[src/rtl/pgdma_engine.sv]
module pgdma_engine #(
  parameter int PB    = 9,
  parameter int VA_W  = 17,
  parameter int BC_W  = 16,
  parameter int PFN_W = 21
) (
  input  logic                 clk,
  input  logic                 rst_n,
  input  logic                 start,
  input  logic [1:0]           op,
  input  logic [BC_W:0]        req_len,
  input  logic [VA_W-1:0]      va_i,
  input  logic [BC_W-1:0]      bc_i,
  output logic                 xl_req,
  output logic [VA_W-PB-1:0]   xl_vpn,
  input  logic                 xl_ack,
  input  logic                 xl_valid,
  input  logic                 xl_nxm,
  input  logic [PFN_W-1:0]     xl_pfn,
  output logic                 mem_req,
  output logic                 mem_we,
  output logic [1:0]           mem_size,
  output logic [PFN_W+PB-1:0]  mem_addr,
  output logic [31:0]          mem_wdata,
  input  logic                 mem_ack,
  input  logic [31:0]          mem_rdata,
  input  logic [15:0]          din_data,
  input  logic                 din_valid,
  output logic                 din_ready,
  output logic [15:0]          dout_data,
  output logic                 dout_valid,
  input  logic                 dout_ready,
  output logic                 done,
  output logic [BC_W:0]        nbytes,
  output logic [VA_W-1:0]      va_o,
  output logic [BC_W-1:0]      bc_o,
  output logic                 err_inval,
  output logic                 err_rdto,
  output logic                 err_wcl,
  output logic                 err_wch
);
  localparam int PA_W = PFN_W + PB;
  localparam int CW   = BC_W + 1;
  localparam int LW   = PB + 1;
  localparam logic [1:0] SZ_B = 2'd0, SZ_W = 2'd1, SZ_L = 2'd2;
  localparam logic [1:0] OP_RD = 2'd0, OP_WR = 2'd1, OP_CK = 2'd2;

  typedef enum logic [2:0] {S_IDLE, S_XLAT, S_ACC, S_PULL, S_MEM, S_PUSH, S_NEXT, S_FIN} st_t;
  st_t st;

  logic [1:0]      opr, md;
  logic [CW-1:0]   len, cnt;
  logic [VA_W-1:0] va0;
  logic [BC_W-1:0] bc0;
  logic [LW-1:0]   left;
  logic [PA_W-1:0] pa;
  logic [31:0]     stg;
  logic            hw;

  wire [CW-1:0]   full    = {1'b1, {BC_W{1'b0}}};
  wire [CW-1:0]   avail   = full - {1'b0, bc_i};
  wire [CW-1:0]   len_n   = (req_len < avail) ? req_len : avail;
  wire [VA_W-1:0] cur_va  = va0 + VA_W'(cnt);
  wire [PB-1:0]   off     = cur_va[PB-1:0];
  wire [LW-1:0]   pg_left = {1'b1, {PB{1'b0}}} - {1'b0, off};
  wire [CW-1:0]   rem     = len - cnt;
  wire [LW-1:0]   clen    = (rem < CW'(pg_left)) ? LW'(rem) : pg_left;
  wire [1:0]      sel     = (opr == OP_CK || off[0] || clen[0] || cnt[0]) ? SZ_B :
                            (off[1] || clen[1]) ? SZ_W : SZ_L;
  wire [2:0]      asz     = (md == SZ_L) ? 3'd4 : (md == SZ_W) ? 3'd2 : 3'd1;
  wire [7:0]      sbyte   = cnt[0] ? stg[15:8] : stg[7:0];
  wire            miss    = mem_rdata[7:0] != sbyte;
  wire            pull_n  = (opr == OP_WR && (md != SZ_B || !cnt[0])) || (opr == OP_CK && !cnt[0]);
  wire            push_n  = md != SZ_B || cnt[0] || (cnt + CW'(1) == len);

  assign xl_req     = st == S_XLAT;
  assign xl_vpn     = cur_va[VA_W-1:PB];
  assign mem_req    = st == S_MEM;
  assign mem_we     = opr == OP_WR;
  assign mem_size   = md;
  assign mem_addr   = pa;
  assign mem_wdata  = (md == SZ_L) ? stg : (md == SZ_W) ? {16'h0, stg[15:0]} : {24'h0, sbyte};
  assign din_ready  = st == S_PULL;
  assign dout_valid = st == S_PUSH;
  assign dout_data  = hw ? stg[31:16] : stg[15:0];
  assign done       = st == S_FIN;
  assign nbytes     = cnt;
  assign va_o       = cur_va;
  assign bc_o       = bc0 + BC_W'(cnt);

  always_ff @(posedge clk) begin
    if (!rst_n) begin
      st <= S_IDLE;  opr <= OP_RD;  md <= SZ_B;
      len <= '0;  cnt <= '0;  va0 <= '0;  bc0 <= '0;
      left <= '0;  pa <= '0;  stg <= '0;  hw <= 1'b0;
      err_inval <= 1'b0;  err_rdto <= 1'b0;  err_wcl <= 1'b0;  err_wch <= 1'b0;
    end else begin
      case (st)
        S_IDLE: if (start) begin
          opr <= op;  va0 <= va_i;  bc0 <= bc_i;  len <= len_n;  cnt <= '0;
          err_inval <= 1'b0;  err_rdto <= 1'b0;  err_wcl <= 1'b0;  err_wch <= 1'b0;
          st <= (len_n == '0) ? S_FIN : S_XLAT;
        end
        S_XLAT: if (xl_ack) begin
          if (!xl_valid) begin
            err_inval <= 1'b1;  st <= S_FIN;
          end else if (xl_nxm) begin
            err_rdto <= 1'b1;  st <= S_FIN;
          end else begin
            pa <= {xl_pfn, off};  left <= clen;  md <= sel;  st <= S_ACC;
          end
        end
        S_ACC: begin
          hw <= 1'b0;
          st <= pull_n ? S_PULL : S_MEM;
        end
        S_PULL: if (din_valid) begin
          if (md == SZ_L && !hw) begin
            stg[15:0] <= din_data;  hw <= 1'b1;
          end else begin
            if (md == SZ_L) stg[31:16] <= din_data;
            else            stg[15:0]  <= din_data;
            hw <= 1'b0;  st <= S_MEM;
          end
        end
        S_MEM: if (mem_ack) begin
          if (opr == OP_CK && miss) begin
            err_wch <= cnt[0];  err_wcl <= !cnt[0];  st <= S_FIN;
          end else begin
            if (opr == OP_RD) begin
              case (md)
                SZ_L:    stg <= mem_rdata;
                SZ_W:    stg[15:0] <= mem_rdata[15:0];
                default: if (cnt[0]) stg[15:8] <= mem_rdata[7:0];
                         else        stg[15:0] <= {8'h0, mem_rdata[7:0]};
              endcase
            end
            cnt  <= cnt + CW'(asz);
            pa   <= pa + PA_W'(asz);
            left <= left - LW'(asz);
            hw   <= 1'b0;
            st   <= (opr == OP_RD && push_n) ? S_PUSH : S_NEXT;
          end
        end
        S_PUSH: if (dout_ready) begin
          if (md == SZ_L && !hw) hw <= 1'b1;
          else begin
            hw <= 1'b0;  st <= S_NEXT;
          end
        end
        S_NEXT: st <= (cnt == len) ? S_FIN : (left == '0) ? S_XLAT : S_ACC;
        default: st <= S_IDLE;
      endcase
    end
  end

  AST_NO_OVERRUN: assert property (@(posedge clk) disable iff (!rst_n) done |-> nbytes <= len);
  AST_XL_HOLD: assert property (@(posedge clk) disable iff (!rst_n) (xl_req && !xl_ack) |=> (xl_req && $stable(xl_vpn)));
  AST_LONG_ALIGN: assert property (@(posedge clk) disable iff (!rst_n) (mem_req && mem_size == SZ_L) |-> mem_addr[1:0] == 2'b00);
  AST_WORD_ALIGN: assert property (@(posedge clk) disable iff (!rst_n) (mem_req && mem_size == SZ_W) |-> !mem_addr[0]);
  AST_CHECK_BYTES: assert property (@(posedge clk) disable iff (!rst_n) (mem_req && opr == OP_CK) |-> (mem_size == SZ_B && !mem_we));
  AST_DONE_PULSE: assert property (@(posedge clk) disable iff (!rst_n) done |=> !done);
  AST_REQ_HOLD: assert property (@(posedge clk) disable iff (!rst_n) (mem_req && !mem_ack) |=> (mem_req && $stable(mem_addr) && $stable(mem_size)));
endmodule

[config.mk]
export PLATFORM = sky130hd
export DESIGN_NAME = pgdma_engine
export DESIGN_NICKNAME = d
export VERILOG_FILES = /design/src/rtl/pgdma_engine.sv
export SDC_FILE = /design/constraint.sdc
export NUM_CORES = 1
export LEC_CHECK = 0
export BUFFER_PORTS_ARGS = -buffer_cell sky130_fd_sc_hd__clkbuf_2
export CORE_MARGIN = 4
export CORE_UTILIZATION = 56
export CTS_CLUSTER_SIZE = 16
export DETAILED_ROUTE_END_ITERATION = 16
export GPL_TIMING_DRIVEN = 0
export PLACE_DENSITY = 0.94
export SKIP_LAST_GASP = 1
export SLEW_MARGIN = 20
export SYNTH_ARGS = -nofsm -noshare
export SYNTH_HDL_FRONTEND = slang
export SYNTH_SLANG_ARGS = --single-unit
[constraint.sdc]
create_clock -name clk -period 5.13 [get_ports clk]
set_clock_uncertainty 0.1 [all_clocks]
set_input_delay 0.7695 -clock clk [delete_from_list [all_inputs] [get_ports clk]]
set_output_delay 0.7695 -clock clk [all_outputs]
set_load 0.03 [all_outputs]
==> flow_summary.ini, run 1 <==
[outcome]
status = completed

[grt]
grt_max_degree = 17
overflow = 0
antenna_found_initial = 0
grt_pass1_vias = 13600
track_usage_pct = 35.7
grt_pass1_wl_um = 70800

[logic_synthesis]
synth_cells = 1671
synthesis.nets = 1894
synth_area_sq_mm = 0.0125
synth_edf_count = 0
ys.flop_type = dfxtp_1
yosysSeqAreaShare_pct = 24.2
synth.avg_cell_area_sq_um = 7.46
ys_ff_latch = 151
synth_cell_type_count = 90
synth-async-reset-ratio_pct = 0
yosysWarnings = 0

[clocking]
clock_sinks = 151
clk_latency_ns = 0.44
cts_max_level = 4
ctsLongestPathBuffers = 2
cts_tree = yes
root_buffer = clkbuf_16
clk_pin_slew_ns = 0.07
cts_inserted_buffers = 17
holdBufCountCts = 0

[critical_path]
cp_data_arrival_time_ns = 5.13
criticalPathCategory = reg -> reg
worstPathRequired_ns = 5.33
crit_slowest_cell = dfxtp_2
critical-path-top-delay-family = simple AND/OR/NAND/NOR gates
start_kind = register
cp-end-kind = register
cp_max_fo = 10
cp.buffers_inverters = 3
crit_path_cell_trace = inv_1 > fa_1 > and2b_1 > nor2_1 > or3_1 > a211o_1 > nor3_1 > nand2_1 > ha_1 > a221oi_1 > o311a_1 > o2111ai_1 > nor4_4 > buf_4 > buf_6 > mux2i_1 > a21oi_1
slowest_delay_ns = 0.54

[floorplanning]
placementRows = 54
core-area_sq_mm = 0.0219
dieArea_sq_mm = 0.0247
die_h_um = 157
initial_core_util_pct = 57.0
ioPinCount = 278
die_w_um = 157

[detailed_routing]
wire_per_inst_um = 20.5
wirelength_um = 46400
ant_nets = 0
vias = 14500
viasPerCell = 6.40
drt-pass1-iter-count = 7
drt-initial-drc-count = 2210
drc = 0

[final_layout]
layout.cells.most_common = clkbuf_2
nets = 2192
drive_gt1_share_pct = 19.9
n_antenna_cell = 0
synthToLayoutAreaGrowth_pct = 19.3
final_cell_mix = clkbuf_2 (278), a21oi_1 (194), nand2_1 (176)
final_cells = 2261

[sta]
finalMaxSlewViolations = 0
worstMarginPinSlew_ns = 0.981
hold_slack_ns = 0.362
timing.final.crit_share_pct = 96.0
setup-tns-final_ns = 0
fmax_mhz = 203
relSlewSlack_pct = 34.4
hold_violations = 0
fin_crit_ns = 4.93
rsz0062_at_grt = no
setup_viol_count_final = 0

[pwr]
power.clock.fraction_pct = 22.3
peakVddDrop_uv = 226
power.total_uw = 6360
comb_power_share_pct = 53.4
power.density_mw_per_mm2 = 428
p_sw_share_pct = 46.4
p_leak_uw = 0.00648
p_sw_uw = 2950
p_seq_share_pct = 24.4
intPower_uw = 3410

[placement]
finalWeightedCongestion = 0.984
io_buffers = 277
dp_hpwl_um = 35900
dp_cells = 2228

[hold_path]
min_path_type = reg -> reg

[job]
drv_cap = 0
[cells by family after synthesis]
group	after synthesis	share of synthesized area, %
AOI/OAI and AO/OA	486	25.1
muxes	51	4.37
and+or+nand+nor	625	24.5
buffers and inverters	175	5.77
xor gates and xnor gates	90	6.38
adders and majority gates	93	9.69
DFF	151	24.2
[tightest hold or removal path: stages (launching register included)]
cell and delay (ns):
dfxtp_1 0.31, nand2_1 0.05, a21oi_1 0.05
[metrics by stage]
step           worst slack, ns  cell area [sq um]  utilization, %
2_1_floorplan            0.383              12500               -
3_3_place_gp            -0.102              14200            64.9
3_5_place_dp            -0.190              14200            64.9
4_1_cts                 0.0828              14900            67.9
5_1_grt                 0.0391              14900            67.9
6_report                 0.203              14900            67.9
[worst paths after layout]
path              startpoint      end  slack, ns  cells after the start
setup / recovery   nbytes[1]  left[3]       0.20                     17
hold / removal       va0[14]  va0[14]       0.36                      2
setup reg to reg   nbytes[1]  left[3]       0.20                     17
hold reg to reg      va0[14]  va0[14]       0.36                      2
[final cells by class]
class | instances | area (sq um)
clock inverter | 12 | 201
multi-input combinational | 1345 | 8730
buffer | 97 | 427
tap | 280 | 350
inverter | 78 | 293
clock buffer | 19 | 443
timing repair buffer | 279 | 1400
sequential | 151 | 3030
fill | 1875 | 7020
[synth_stat cells (4+ instances only)]
library cell | number | area, sq um
a21oi_1 | 195 | 976
nand2_1 | 176 | 661
nor2_1 | 174 | 653
dfxtp_1 | 151 | 3020
ha_1 | 87 | 1090
inv_1 | 74 | 278
o21ai_0 | 71 | 355
clkbuf_1 | 67 | 251
xnor2_1 | 61 | 534
a211oi_1 | 52 | 390
nor3_1 | 52 | 260
nand3_1 | 36 | 180
nor2b_1 | 32 | 200
and2_1 | 30 | 188
xor2_1 | 28 | 245
mux2i_1 | 26 | 260
and3_1 | 24 | 150
mux2_2 | 24 | 270
a21o_1 | 19 | 143
nand4_1 | 16 | 100
nor4_1 | 15 | 93.8
o22ai_1 | 15 | 93.8
nand2b_1 | 12 | 75.1
a31oi_1 | 11 | 68.8
a22oi_1 | 10 | 75.1
buf_2 | 10 | 50.1
o21a_1 | 10 | 75.1
or3_1 | 10 | 62.6
and4_1 | 9 | 78.8
buf_4 | 9 | 67.6
o211ai_1 | 9 | 67.6
o31ai_1 | 9 | 67.6
a311oi_1 | 8 | 70.1
buf_1 | 8 | 30.0
or2_2 | 8 | 50.1
nor3b_1 | 7 | 52.6
o31a_1 | 7 | 61.3
a211o_1 | 6 | 52.6
fa_1 | 6 | 120
a21boi_0 | 5 | 37.5
a221oi_1 | 5 | 43.8
o221ai_1 | 4 | 35.0
[power by group through the flow]
| stage | logic, uW | registers [uW] | clock network, uW |
|---|---|---|---|
| floorplan | 2340 | 1550 | 0 |
| global placement | 3180 | 1550 | 0 |
| detailed placement | 3260 | 1560 | 0 |
| CTS | 3290 | 1540 | 1410 |
| global route | 3660 | 1560 | 1460 |
| finish | 3390 | 1550 | 1420 |
[timing repair]
action / CTS / global route
pin swaps: 1 / 0
setup endpoints to repair: 12 / 13
cloned: 0 / 0
resized for setup: 0 / 3
setup buffers: 2 / 0
[layer usage]
| metal | GRT usage (%) | vias up | part of all wire [%] |
|---|---|---|---|
| met4 | 14.1 | 0 | 3.8 |
| li1 | - | 6609 | - |
| met3 | 8.69 | 176 | 13 |
| met5 | 0 | - | 0 |
| met2 | 55.3 | 1009 | 45 |
| met1 | 47.9 | 6671 | 39 |
[registers in the layout, indices dropped and copies added (netlist names), 2 cells and up]
name	count
st	3
bc0	16
opr	2
stg	32
va0	17
mem_size	2
mem_addr	30
nbytes	17
left	10
len	17
No activity file was read; power rests on OpenSTA's default activity.
==> inputs of run 2 (changes only) <==
--- a/config.mk
+++ b/config.mk
@@ -5,9 +5,11 @@
 export SDC_FILE = /design/constraint.sdc
 export NUM_CORES = 1
 export LEC_CHECK = 0
-export BUFFER_PORTS_ARGS = -buffer_cell sky130_fd_sc_hd__clkbuf_2
+export BUFFER_PORTS_ARGS = -buffer_cell sky130_fd_sc_hd__buf_2
+export CELL_PAD_IN_SITES_DETAIL_PLACEMENT = 0
+export CELL_PAD_IN_SITES_GLOBAL_PLACEMENT = 1
 export CORE_MARGIN = 4
-export CORE_UTILIZATION = 56
+export CORE_UTILIZATION = 40
 export CTS_CLUSTER_SIZE = 16
 export DETAILED_ROUTE_END_ITERATION = 16
 export GPL_TIMING_DRIVEN = 0
==> flow_summary.ini, run 2 (same netlist as run 1, synthesis figures left out) <==
[floorplanning]
dieArea_sq_mm = 0.0341
ioPinCount = 278
die_h_um = 185
core-area_sq_mm = 0.0307
initial_core_util_pct = 40.6
placementRows = 64
die_w_um = 185

[detailed_routing]
vias = 13900
top_layer_used = met5
drt-pass1-iter-count = 7
drt-initial-drc-count = 1153
wirelength_um = 47500
wire_per_inst_um = 20.0
met3_length_um = 3430
viasPerCell = 5.84
wl_met1_um = 21100
ant_nets = 0
met2_length_um = 21700
drc = 0

[final_layout]
synthToLayoutAreaGrowth_pct = 20.1
drive_gt1_share_pct = 19.9
largest_reg_flops = 32
fin_area_sq_mm = 0.0150
regMostFlops = stg
nets = 2192
final_cell_mix = buf_2 (287), a21oi_1 (195), nand2_1 (176)
final_cells = 2379
layout.cells.most_common = buf_2

[pwr]
power.total_uw = 6200
peakVddDrop_uv = 332
power.density_mw_per_mm2 = 414
p_leak_uw = 0.00656

[critical_path]
regToRegStartpoint = nbytes[1]
reg2reg_to = mem_size[0]
reg2reg_slack_ns = 0.16
criticalPathCategory = reg -> reg
cp-end-kind = register
cp_data_arrival_time_ns = 5.26
start_kind = register
cp_max_fo = 10
r2r.worst_path.cells = 18
startpoint = nbytes[1]
worstPathRequired_ns = 5.42

[sta]
relSlewSlack_pct = 30.1
fin_crit_ns = 4.97
setup_viol_count_final = 0
rsz0062_at_grt = no
setup_slack_ns = 0.159
timing.final.crit_share_pct = 96.9
finalMaxSlewViolations = 0
fmax_mhz = 201
worstMarginPinSlew_ns = 1.05
hold_violations = 0
setup-tns-final_ns = 0

[hold_path]
min_path_type = reg -> reg
holdPathEnd = va0[8]
worstHoldStart = va0[8]
min_path_cells = 2

[clocking]
ctsLongestPathBuffers = 2
clk_latency_ns = 0.45
holdBufCountCts = 0
root_buffer = clkbuf_16
cts_tree = yes
clk_pin_slew_ns = 0.07
cts_inserted_buffers = 17
cts_max_level = 4
clock_sinks = 151

[placement]
io_buffers = 277
place_ws_ns = -0.224
finalWeightedCongestion = 0.933
dp_cells = 2344
dpl-instance-area_sq_mm = 0.0143
dp_hpwl_um = 37300

[grt]
antenna_found_initial = 2
grt_max_degree = 17
overflow = 0
grt_pass1_vias = 12900
grt_pass1_wl_um = 71500
track_usage_pct = 26.4

[outcome]
status = completed

[job]
drv_cap = 0
[run 2: timing repair]
action,4_1_cts,5_1_grt
pin swaps,1,1
gates resized for setup,2,1
hold endpoints to repair,0,0
endpoints found under the setup margin,11,12
setup buffers,0,2
[run 2: routing by layer]
layer	track usage, %	up-vias
li1	-	6619
met1	36.7	6622
met2	42.0	571
met3	4.48	90
met4	7.96	2
met5	0	-
[run 2: through the flow]
| stage | hold slack [ns] | utilization, % |
|---|---|---|
| global placement | 0.349 | 46.8 |
| CTS | 0.361 | 48.8 |
| floorplan | 0.340 | - |
| finish | 0.359 | 48.8 |
| global route | 0.378 | 48.8 |
| detailed placement | 0.353 | 46.8 |
[run 2: worst max path at each step]
stage                        endpoint  cells past startpoint
after floorplan               left[2]                     16
after global placement        left[4]                     16
after detailed placement      left[4]                     16
after CTS                 mem_size[0]                     18
after global routing          left[8]                     18
final                     mem_size[0]                     18
[run 2: layout make-up]
cell class                 instances  area (sq um)
fill                            3138         15700
multi-input combinational       1345          8730
sequential                       151          3030
timing repair buffer             279          1400
tap                              396           495
clock buffer                      18           429
buffer                            97           427
inverter                          78           293
clock inverter                    14           165
antenna                            1          2.50
[run 2: report_power, final]
part	switching, uW	leakage [uW]	total, uW	internal, uW
sequential	200	0.00123	1550	1350
clock	575	0.000284	1310	733
combinational	2150	0.00504	3340	1190
[run 2: worst max-delay path, stage by stage, from the launching register on]
cell      delay (ns)
dfxtp_2         0.53
inv_1           0.27
fa_1            0.48
and2b_1         0.29
o21ai_1         0.12
a21oi_1         0.34
nor2_1          0.17
xnor2_1         0.27
inv_1           0.08
ha_1            0.30
a21o_1          0.19
a211o_1         0.29
o221ai_1        0.19
a21oi_1         0.15
nor4_4          0.28
buf_4           0.19
buf_6           0.16
mux2i_1         0.32
a31o_2          0.20
==> inputs of run 3 (changes only) <==
--- a/config.mk
+++ b/config.mk
@@ -9,11 +9,11 @@
 export CELL_PAD_IN_SITES_DETAIL_PLACEMENT = 0
 export CELL_PAD_IN_SITES_GLOBAL_PLACEMENT = 1
 export CORE_MARGIN = 4
-export CORE_UTILIZATION = 40
+export CORE_UTILIZATION = 36
 export CTS_CLUSTER_SIZE = 16
 export DETAILED_ROUTE_END_ITERATION = 16
 export GPL_TIMING_DRIVEN = 0
-export PLACE_DENSITY = 0.94
+export PLACE_DENSITY = 0.9
 export SKIP_LAST_GASP = 1
 export SLEW_MARGIN = 20
 export SYNTH_ARGS = -nofsm -noshare
==> constraint.sdc (replaced) <==
create_clock -name clk -period 4.32 [get_ports clk]
set_clock_uncertainty 0.1 [all_clocks]
set_input_delay 0.648 -clock clk [delete_from_list [all_inputs] [get_ports clk]]
set_output_delay 0.648 -clock clk [all_outputs]
set_load 0.03 [all_outputs]
==> flow_summary.ini, run 3 (same netlist as run 1, synthesis figures left out) <==
[critical_path]
cp_max_fo = 4
reg2reg_slack_ns = 0.09
criticalPathCategory = reg -> reg
startpoint = nbytes[1]
cp_data_arrival_time_ns = 4.49
start_kind = register
r2r.worst_path.cells = 18
cp-end-kind = register
reg2reg_to = left[9]
regToRegStartpoint = nbytes[1]
worstPathRequired_ns = 4.58

[clocking]
cts_tree = yes
clk_pin_slew_ns = 0.08
cts_max_level = 4
ctsLongestPathBuffers = 2
clock_sinks = 151
clk_latency_ns = 0.46
holdBufCountCts = 0
root_buffer = clkbuf_16
cts_inserted_buffers = 17

[detailed_routing]
drc = 0
ant_nets = 0
drt-pass1-iter-count = 5
wirelength_um = 48900
drt-initial-drc-count = 1039
vias = 13900
wire_per_inst_um = 20.0
viasPerCell = 5.71

[floorplanning]
initial_core_util_pct = 36.8
die_h_um = 194
die_w_um = 194
dieArea_sq_mm = 0.0377
core-area_sq_mm = 0.0339
placementRows = 67
ioPinCount = 278

[sta]
fmax_mhz = 236
relSlewSlack_pct = 36.0
finalMaxSlewViolations = 0
setup_slack_ns = 0.0880
hold_violations = 0
fin_crit_ns = 4.23
timing.final.crit_share_pct = 98.0
rsz0062_at_grt = yes
setup_viol_count_final = 0
worstMarginPinSlew_ns = 0.957

[hold_path]
worstHoldStart = va_i[15]
min_path_type = in -> reg
holdPathEnd = va0[15]
min_path_cells = 3

[final_layout]
fin_util_pct = 45.2
final_cell_mix = buf_2 (287), a21oi_1 (192), nand2_1 (176)
regMostFlops = stg
drive_gt1_share_pct = 22.1
fin_area_sq_mm = 0.0153
largest_reg_flops = 32
nets = 2200
layout.cells.most_common = buf_2
synthToLayoutAreaGrowth_pct = 22.9

[placement]
dp_hpwl_um = 38300
dpl-instance-area_sq_mm = 0.0145
finalWeightedCongestion = 0.975
io_buffers = 277
place_ws_ns = -0.630

[job]
drv_cap = 0

[grt]
grt_pass1_wl_um = 74900
grt_max_degree = 17
grt_pass1_vias = 13200
track_usage_pct = 24.7
overflow = 0
antenna_found_initial = 3

[pwr]
p_leak_uw = 0.00665
power.density_mw_per_mm2 = 488
peakVddDrop_uv = 416
power.total_uw = 7480

[outcome]
status = completed
## run 3: layout make-up
type                    instances  area, sq um
fillers                      3509        18600
diodes                          1         2.50
clock buffers                  17          425
inverters                      78          297
plain buffers                  97          428
repair buffers                287         1470
clock inverters                15          179
flip-flops and latches        151         3040
well taps                     448          561
multi-input cells            1345         8920
## run 3: worst max-delay path by stage
stage,endpoint,slack (ns),depth (start not counted)
floorplan,left[2],0.07,16
global placement,left[4],-0.54,16
detailed placement,left[4],-0.63,16
CTS,bc_o[15],-0.06,12
global route,left[9],-0.07,17
finish,left[9],0.09,18
## run 3: where the power goes
part | switching, uW | total [uW] | internal (uW)
Combinational | 2580 | 4050 | 1470
Sequential | 235 | 1840 | 1600
Clock | 716 | 1590 | 876
Total | 3530 | 7480 | 3950
## run 3: routing by layer
metal / track usage (%) / wire (um) / up-vias
met3: 4.00 / 3410 / 80
met1: 33.6 / 21700 / 6671
li1: - / - / 6631
met5: 0 / 0 / -
met4: 7.21 / 1240 / 0
met2: 40.5 / 22500 / 552
## run 3: critical path: stages, from the launching register on
cell	delay [ns]
dfxtp_4	0.38
clkinvlp_4	0.18
fa_2	0.42
and2b_2	0.25
buf_4	0.12
o21a_1	0.11
nor3_1	0.06
nor2_2	0.26
xnor2_2	0.17
inv_1	0.07
ha_1	0.28
a21o_1	0.18
a211o_1	0.28
o221ai_1	0.16
a21oi_1	0.14
nor4_4	0.21
buf_4	0.18
mux2_2	0.35
o21ba_2	0.20
## run 3: per-stage QoR
| step | std cells | hold slack, ns | TNS [ns] |
|---|---|---|---|
| after floorplan | 1671 | 0.340 | 0 |
| after global placement | 2396 | 0.346 | -6.73 |
| after detailed placement | 2396 | 0.356 | -8.05 |
| after CTS | 2436 | 0.318 | -0.0560 |
| after global routing | 2439 | 0.335 | -0.457 |
| final | 2439 | 0.333 | 0 |
## run 3: repair_timing
item / CTS / global route
resized for setup: 24 / 26
buffers inserted: 7 / 2
pin swaps: 4 / 3
cloned: 1 / 0
endpoints found under the setup margin: 19 / 34
